--- config.mk ---
export PLATFORM = sky130hd
export DESIGN_NAME = hrp_peak_detector
export DESIGN_NICKNAME = d
export VERILOG_FILES = /design/src/rtl/hrp_pkg.sv /design/src/rtl/hrp_range_learn.sv /design/src/rtl/hrp_candidate.sv /design/src/rtl/hrp_thr_update.sv /design/src/rtl/hrp_peak_detector.sv
export SDC_FILE = /design/constraint.sdc
export NUM_CORES = 1
export LEC_CHECK = 0
export ABC_CLOCK_PERIOD_IN_PS = 9900
export BUFFER_PORTS_ARGS = -buffer_cell sky130_fd_sc_hd__buf_2
export CAP_MARGIN = 20
export CORE_UTILIZATION = 40
export DETAILED_ROUTE_END_ITERATION = 7
export MAX_ROUTING_LAYER = met4
export PLACE_DENSITY_LB_ADDON = 0.3
export REMOVE_ABC_BUFFERS = 1
export SLEW_MARGIN = 20
export SYNTH_ARGS = -nofsm -noshare
export SYNTH_HDL_FRONTEND = slang
export SYNTH_SLANG_ARGS = --single-unit
--- constraint.sdc ---
create_clock -name clk -period 9.9 [get_ports clk]
set_clock_uncertainty 0.2 [all_clocks]
set_input_delay 1.485 -clock clk [delete_from_list [all_inputs] [get_ports clk]]
set_output_delay 1.485 -clock clk [all_outputs]
set_load 0.1 [all_outputs]
--- src/rtl/hrp_pkg.sv ---
package hrp_pkg;
  typedef enum logic [1:0] {
    ST_SETUP   = 2'd0,
    ST_SEARCH  = 2'd1,
    ST_TRACK   = 2'd2,
    ST_HOLDOFF = 2'd3
  } hrp_state_e;
endpackage

--- src/rtl/hrp_range_learn.sv ---
module hrp_range_learn #(
  parameter int W           = 16,
  parameter int SETUP_TICKS = 2000
) (
  input  logic         clk,
  input  logic         rst,
  input  logic         learn_en,
  input  logic [W-1:0] sample,
  output logic         learn_done,
  output logic [W-1:0] init_thr
);
  localparam int CW = (SETUP_TICKS > 1) ? $clog2(SETUP_TICKS) : 1;

  logic [CW-1:0] cnt_q;
  logic [W-1:0]  lo_q, hi_q, lo_n, hi_n, span;

  assign lo_n = (sample < lo_q) ? sample : lo_q;
  assign hi_n = (sample > hi_q) ? sample : hi_q;
  assign span = hi_n - lo_n;
  // lo + 3/4 of span, built from two shifts; never exceeds hi_n
  assign init_thr   = lo_n + (span >> 1) + (span >> 2);
  assign learn_done = learn_en && (cnt_q == CW'(SETUP_TICKS - 1));

  always_ff @(posedge clk) begin
    if (rst) begin
      cnt_q <= '0;
      lo_q  <= '1;
      hi_q  <= '0;
    end else if (learn_en) begin
      lo_q <= lo_n;
      hi_q <= hi_n;
      if (!learn_done) cnt_q <= cnt_q + 1'b1;
    end
  end
endmodule

--- src/rtl/hrp_candidate.sv ---
module hrp_candidate #(
  parameter int W            = 16,
  parameter int VERIFY_TICKS = 8
) (
  input  logic         clk,
  input  logic         rst,
  input  logic         start,
  input  logic         trk_tick,
  input  logic [W-1:0] sample,
  output logic [W-1:0] cand,
  output logic         confirm
);
  localparam int CW = (VERIFY_TICKS > 1) ? $clog2(VERIFY_TICKS) : 1;

  logic [CW-1:0] hold_q;
  logic [W-1:0]  cand_q;
  logic          bigger;

  assign bigger  = sample > cand_q;
  assign cand    = cand_q;
  assign confirm = trk_tick && !bigger && (hold_q == CW'(VERIFY_TICKS - 1));

  always_ff @(posedge clk) begin
    if (rst) begin
      cand_q <= '0;
      hold_q <= '0;
    end else if (start) begin
      cand_q <= sample;
      hold_q <= '0;
    end else if (trk_tick) begin
      if (bigger) begin
        cand_q <= sample;
        hold_q <= '0;
      end else if (!confirm) begin
        hold_q <= hold_q + 1'b1;
      end
    end
  end
endmodule

--- src/rtl/hrp_thr_update.sv ---
module hrp_thr_update #(
  parameter int W = 16
) (
  input  logic [W-1:0] thr_old,
  input  logic [W-1:0] peak,
  output logic [W-1:0] thr_new
);
  logic [W:0] sum;

  // half of old threshold plus three eighths of the peak
  assign sum = {1'b0, thr_old >> 1} + {1'b0, peak >> 2} + {1'b0, peak >> 3};
  assign thr_new = sum[W] ? {W{1'b1}} : sum[W-1:0];
endmodule

--- src/rtl/hrp_peak_detector.sv ---
module hrp_peak_detector
  import hrp_pkg::*;
#(
  parameter int W            = 16,
  parameter int SETUP_TICKS  = 2000,
  parameter int VERIFY_TICKS = 8
) (
  input  logic         clk,
  input  logic         rst,
  input  logic         sample_valid,
  input  logic [W-1:0] sample,
  output logic         trigger,
  output logic [W-1:0] threshold,
  output logic [W-1:0] peak_value
);
  hrp_state_e   state_q;
  logic [W-1:0] thr_q, peak_q, init_thr, cand, thr_next;
  logic         trig_q, learn_en, learn_done, start, trk_tick, confirm;

  assign learn_en = sample_valid && (state_q == ST_SETUP);
  assign start    = sample_valid && (state_q == ST_SEARCH) && (sample > thr_q);
  assign trk_tick = sample_valid && (state_q == ST_TRACK);

  hrp_range_learn #(.W(W), .SETUP_TICKS(SETUP_TICKS)) u_learn (
    .clk(clk), .rst(rst), .learn_en(learn_en), .sample(sample),
    .learn_done(learn_done), .init_thr(init_thr)
  );

  hrp_candidate #(.W(W), .VERIFY_TICKS(VERIFY_TICKS)) u_cand (
    .clk(clk), .rst(rst), .start(start), .trk_tick(trk_tick),
    .sample(sample), .cand(cand), .confirm(confirm)
  );

  hrp_thr_update #(.W(W)) u_upd (
    .thr_old(thr_q), .peak(cand), .thr_new(thr_next)
  );

  always_ff @(posedge clk) begin
    if (rst) begin
      state_q <= ST_SETUP;
      thr_q   <= '0;
      peak_q  <= '0;
      trig_q  <= 1'b0;
    end else begin
      trig_q <= 1'b0;
      case (state_q)
        ST_SETUP: if (learn_done) begin
          thr_q   <= init_thr;
          state_q <= ST_SEARCH;
        end
        ST_SEARCH: if (start) state_q <= ST_TRACK;
        ST_TRACK: if (confirm) begin
          trig_q  <= 1'b1;
          peak_q  <= cand;
          thr_q   <= thr_next;
          state_q <= ST_HOLDOFF;
        end
        ST_HOLDOFF: if (sample_valid && (sample <= thr_q)) state_q <= ST_SEARCH;
        default: state_q <= ST_SETUP;
      endcase
    end
  end

  assign trigger    = trig_q;
  assign threshold  = thr_q;
  assign peak_value = peak_q;
endmodule

; ---- Word-level counts from Yosys, hierarchy flattened
; Index checks and enable logic that the tools add are counted.
; Widths: inputs -> output; s select.
[word_totals]
register_bits = 97
in_bits = 19
out_inout_bits = 33
wordCells = 71
[classes]
n_addsub = 7
magnitude_cmp = 5
eq_ne = 10
muxes = 17
bitwise_logic = 2
reduce_logical = 21
[op_table]
columns = op, n
row1 = $mux 16, 8
row2 = $gt 16x16->1, 3
row3 = $pmux 16 s2, 1
row4 = $add 16x13->17, 1
row5 = $add 15x14->16, 1
row6 = $add 16x14->16, 1
row7 = $add 16x15->16, 1
row8 = $le 16x16->1, 1
row9 = $lt 16x16->1, 1
row10 = $sub 16x16->16, 1
row11 = $add 11x1->11 const B, 1
row12 = $eq 11x11->1 const B, 1
row13 = $logic_and 1x1->1, 8
row14 = $mux 2, 4
row15 = $ne 2x2->1 const B, 4
row16 = $pmux 2 s4, 1
row17 = $reduce_and 2->1, 4
row18 = $mux 3, 2
row19 = $reduce_bool 2->1, 3
row20 = $eq 2x2->1 const B, 2
row21 = $reduce_and 4->1, 1
row22 = $reduce_or 2->1, 2
row23 = $add 3x1->3 const B, 1
row24 = $eq 3x3->1 const B, 1
row25 = other kinds (7), 8

; ---- Depth between registers and ports, before layout
[depth]
word_depth = 7
mapped_depth = 29

; ---- Cells and area by module
; Synthesis repeated with hierarchy kept, for this count alone.
[unflattened]
cells_unflattened = 1199
hier_area_um2 = 9381.5
[by_module_without_submodules]
columns = module, n_inst, cells_per_inst, area_each_um2, seq_area_each_um2
row1 = hrp_range_learn, 1, 625, 4722.0, 860.8
row2 = hrp_peak_detector, 1, 230, 1906.8, 700.7
row3 = hrp_candidate, 1, 223, 1707.9, 380.4
row4 = hrp_thr_update, 1, 121, 1044.8, 0.0

; ---- Least setup slack after synthesis
; OpenSTA, ideal clock, no wires.
[synth_timing]
path_kind = input to register
start = input port sample[4]
end = register thr_q[14], in the netlist threshold[14]
setup_ps = 86
arrival_ps = 7277
required_ps = 9614
setup_slack_ps = 2337
path_stages = 27
path_buffers = 2
path_cell_list = ha_1 -> a211oi_1 -> o21ai_1 -> a31o_1 -> a211oi_4 -> clkbuf_1 -> clkbuf_1 -> a21oi_1 -> ha_1 -> a21o_1 -> a21o_1 -> a41oi_1 -> o31ai_4 -> a31oi_2 -> o21ai_2 -> mux2i_1 -> a2111oi_2 -> fa_1 -> inv_1 -> ha_1 -> or2_2 -> a21oi_1 -> a31oi_1 -> a31oi_1 -> xnor2_1 -> o21ai_0 -> a211oi_1
[synth_between]
elab_chain_len = 7
word_cells_on_any_way = 15
cone_classes = add/sub: 3 / order compare: 3 / eq/ne: 1 / mux: 4 / reduce/logical: 4
[synth_lines]
columns = item, line
row1 = from (decl), hrp_peak_detector.sv:11  ; input logic [W-1:0] sample,
row2 = $gt 16x16->1 or $lt 16x16->1 (tied branches), "hrp_range_learn.sv:18, hrp_range_learn.sv:17"
row3 = "$mux 16, on equally long branches", "hrp_range_learn.sv:18, hrp_range_learn.sv:17"
row4 = $sub 16x16->16, hrp_range_learn.sv:19  ; assign span = hi_n - lo_n;
row5 = $add 16x15->16, hrp_range_learn.sv:21  ; assign init_thr = lo_n + (span >> 1) + (span >> 2);
row6 = $add 16x14->16, hrp_range_learn.sv:21
row7 = $mux 16, hrp_peak_detector.sv:47  ; ST_SETUP: if (learn_done) begin
row8 = $pmux 16 s2, hrp_peak_detector.sv:46  ; case (state_q)
row9 = to (signal assigned), hrp_peak_detector.sv:48  ; thr_q <= init_thr;
row10 = to (signal assigned), hrp_peak_detector.sv:55  ; thr_q <= thr_next;
row11 = to (decl), hrp_peak_detector.sv:17  ; logic [W-1:0] thr_q, peak_q, init_thr, cand, thr_next;
; Parallel ways exist; a longest one is shown, timed or not. The select of a mux whose other input is x is not followed.
; A chain may end at the register's enable or synchronous reset.

; ---- Worst setup path after layout
[layout_timing]
start = input port sample[15]
end = register thr_q[14], in the netlist threshold[14]
[layout_between]
elab_chain_len = 7
word_cells_on_any_way = 15
cone_classes = add/sub: 3 / order compare: 3 / eq/ne: 1 / mux: 4 / reduce/logical: 4
[layout_lines]
columns = item, line
row1 = $gt 16x16->1 *, hrp_range_learn.sv:18  ; assign hi_n = (sample > hi_q) ? sample : hi_q;
row2 = $mux 16 *, hrp_range_learn.sv:18
row3 = named net u_learn.hi_n[3], hrp_range_learn.sv:15  ; logic [W-1:0] lo_q, hi_q, lo_n, hi_n, span;
row4 = $sub 16x16->16 *, hrp_range_learn.sv:19
row5 = $add 16x15->16, hrp_range_learn.sv:21
row6 = $add 16x14->16 *, hrp_range_learn.sv:21
row7 = $mux 16 *, hrp_peak_detector.sv:47
row8 = $pmux 16 s2 *, hrp_peak_detector.sv:46
; Mark *: on every way through the listed nets, which the timed path passes. The rest lies on a longest branch. The select of a mux whose other input is x is not followed.

==> impl_results.md <==
- Outcome: complete, no violations
- Latest clock arrival within the worst-skew pair: 0.36 ns
- Synthesized area per cell: 8.28 µm²
- Met1 WL: 9960 µm
- Worst-margin pin slew: 1.07 ns
- Area share of the largest cell type after synthesis: 0.231
- Max-cap violations: 0
- Final hold vios: 0
- Ys async rst share: 0
- Reg-to-Reg End: threshold[14]
- Hold endpoint: u_learn.lo_q[0]
- Min-Delay Startpoint: u_learn.lo_q[0]
- RSZ-0062 raised after global routing: no
- Num CTS Buffers: 9
- # DRC: 0
- Via count: 6990
- Design area: 9210 µm²
- Synth area leader: dfxtp_1
- Grt ovf: 0
- First-pass GRT wire length: 34900 µm
- Worst-path clk slew: 0.08 ns
- Drt first pass iters: 8
- Yosys cell types: 73
- Synth Register Bits: 97
- Synth top area cells: dfxtp_1, ha_1, fa_1
- Die Wd: 147 µm
- R2R depth: 27
- Slew Limit Fails: 0
- Fin nets: 1211
- Crit path required time: 9.98 ns
- Multi-input gate area: 5940 µm²
- Wire length on met2: 9620 µm
- Routed Antenna Nets: 0
- CTS tree: built
- Antenna violations before repair: 0
- Post-CTS setup buffers: 0
- Aggregate global-route resource usage: 0.210
- Largest net degree at the start of global routing: 69
- CTS root buf: clkbuf_16
- Clk sinks: 97
- Dpl hpwl: 16200 µm
- Met3 WL: 749 µm
- Yosys synthesis warning count: 0
- H-tree depth: 3
- Area grow syn2layout: 9.35%
- Register area: 1940 µm²
- Post-CTS sizing: 0
- Endpoint class of the critical path: flop
- Startpoint Class: primary input
- Final setup violation count: 0
- Wirelength, routed: 20700 µm
- Critical-path maximum fanout: 15
- Gate Count Post-Synth: 1017
- Max frequency: 124 MHz
- Period utilization: 0.813
- Die area: 21600 µm²
- DR iter-0 viols: 420
- Std cell rows: 52
- Longest Clk Path Bufs: 2
- Worst hold path depth: 2
- Crit path kind: primary input to flop
- Antenna Cells: 0
- Core area: 20400 µm²
- DR vias/cell: 5.28
- Final worst path period need: 8.05 ns
- Setup TNS Final: 0 ns
- Relative slew slack: 0.286
- Count of input and output buffers: 51
- Register area share after synthesis: 0.231
- Reg2reg start: u_learn.hi_q[1]
- Synth Cell Area: 8420 µm²
- Starting Density: 0.412
- Path type of the worst min-delay path: flop to flop
- EDFF count, synth: 0
- Top FF cell, synth: dfxtp_1
- Die Height: 147 µm
- R2R setup slack: 2.70 ns
- Vias in the first global route: 6658
- Fraction of layout cells with a size suffix above 1: 0.106
- CTS hold repair buffers: 0
- Routability cong.: 0.869
- Arrival @ worst endpoint: 8.13 ns
- # fillers: 2075
- DR top layer: met4
- Ports: 52
- Routed len/inst: 15.7 µm
- Post-DP Area: 8920 µm²
worst max-delay path by stage:
stage / startpoint / endpoint / slack [ns] / cells after the start
2_1_floorplan: sample[1] / threshold[14] / 2.23 / 26
3_3_place_gp: sample[15] / threshold[14] / 1.56 / 27
3_5_place_dp: sample[15] / threshold[14] / 1.41 / 27
4_1_cts: sample[15] / threshold[14] / 1.84 / 27
5_1_grt: sample[15] / threshold[14] / 1.21 / 26
6_report: sample[15] / threshold[14] / 1.85 / 26
registers in the layout, indices dropped and copies added (netlist names):
register       count
peak_value        16
threshold         16
u_cand.cand       16
u_learn.hi_q      16
u_learn.lo_q      16
u_learn.cnt_q     11
u_cand.hold_q      3
state_q            2
trigger            1
placed cells by master, fill, tap and decap left out, drive strengths merged, types with 29 or more instances in the layout:
cell / n
a211oi: 32
a21oi: 82
buf: 57
dfxtp: 97
fa: 29
ha: 114
inv: 108
nand2: 66
nor2: 135
o21ai: 35
xnor2: 30
layer usage:
metal  track usage  up-vias
li1              -     3611
met1         0.272     3242
met2         0.339      118
met3        0.0332       19
met4        0.0577        0
met5             -        -
kinds of logic after synthesis:
logic type	after synthesis	share of synthesized area
AND/OR/NAND/NOR	292	0.158
AO/OA/AOI/OAI	250	0.202
adder cells (fa/ha/maj)	143	0.238
buffers and inverters	142	0.0652
flip-flops	97	0.231
XOR/XNOR	50	0.0520
multiplexers	43	0.0542
final cells by class:
class,count,share of cell area
clock buffer,9,0.0245
clock inverter,7,0.00679
inverter,106,0.0432
multi-input combinational,778,0.645
sequential,97,0.211
tap,270,0.0367
timing repair buffer,57,0.0326
through the flow:
stage,instances,setup slack [ns],hold slack [ns],utilization
after floorplan,981,2.23,0.246,-
after global placement,1308,1.56,0.264,0.437
after detailed placement,1308,1.41,0.268,0.437
after CTS,1324,1.84,0.282,0.451
after global routing,1324,1.21,0.303,0.451
final,1324,1.85,0.277,0.451
worst max-delay path: stages:
cell and delay [ns]:
buf_2 0.19, ha_1 0.35, nand4_2 0.22, a211oi_1 0.48
or3_1 0.32, nand2_1 0.44, mux2_2 0.44, ha_1 0.35
a21o_1 0.20, a21o_1 0.20, a41oi_1 0.26, o31ai_4 0.13
a31oi_2 0.31, o21ai_2 0.13, mux2i_1 0.14, a2111oi_2 0.49
fa_1 0.49, inv_1 0.06, ha_1 0.26, or2_2 0.29
a21oi_1 0.14, a31oi_1 0.08, a31oi_1 0.23, xnor2_1 0.13
o21ai_0 0.08, a211oi_1 0.22
cells in the mapped netlist (4+ instances only):
| library cell | number |
|---|---|
| a211oi_1 | 31 |
| a21o_1 | 17 |
| a21oi_1 | 81 |
| a31oi_1 | 10 |
| and2_1 | 5 |
| buf_2 | 4 |
| clkbuf_1 | 30 |
| dfxtp_1 | 97 |
| fa_1 | 29 |
| ha_1 | 114 |
| inv_1 | 105 |
| mux2_2 | 13 |
| mux2i_1 | 27 |
| nand2_1 | 66 |
| nand2b_1 | 5 |
| nand3_1 | 19 |
| nand4_1 | 16 |
| nor2_1 | 135 |
| nor2b_1 | 9 |
| nor3_1 | 12 |
| o211ai_1 | 24 |
| o21a_1 | 9 |
| o21ai_0 | 33 |
| o31ai_1 | 8 |
| or2_2 | 4 |
| xnor2_1 | 30 |
| xor2_1 | 20 |
Power is left out: the tool's default activity adds up to more than one toggle a clock period on the data nets, which glitch-free logic cannot reach.
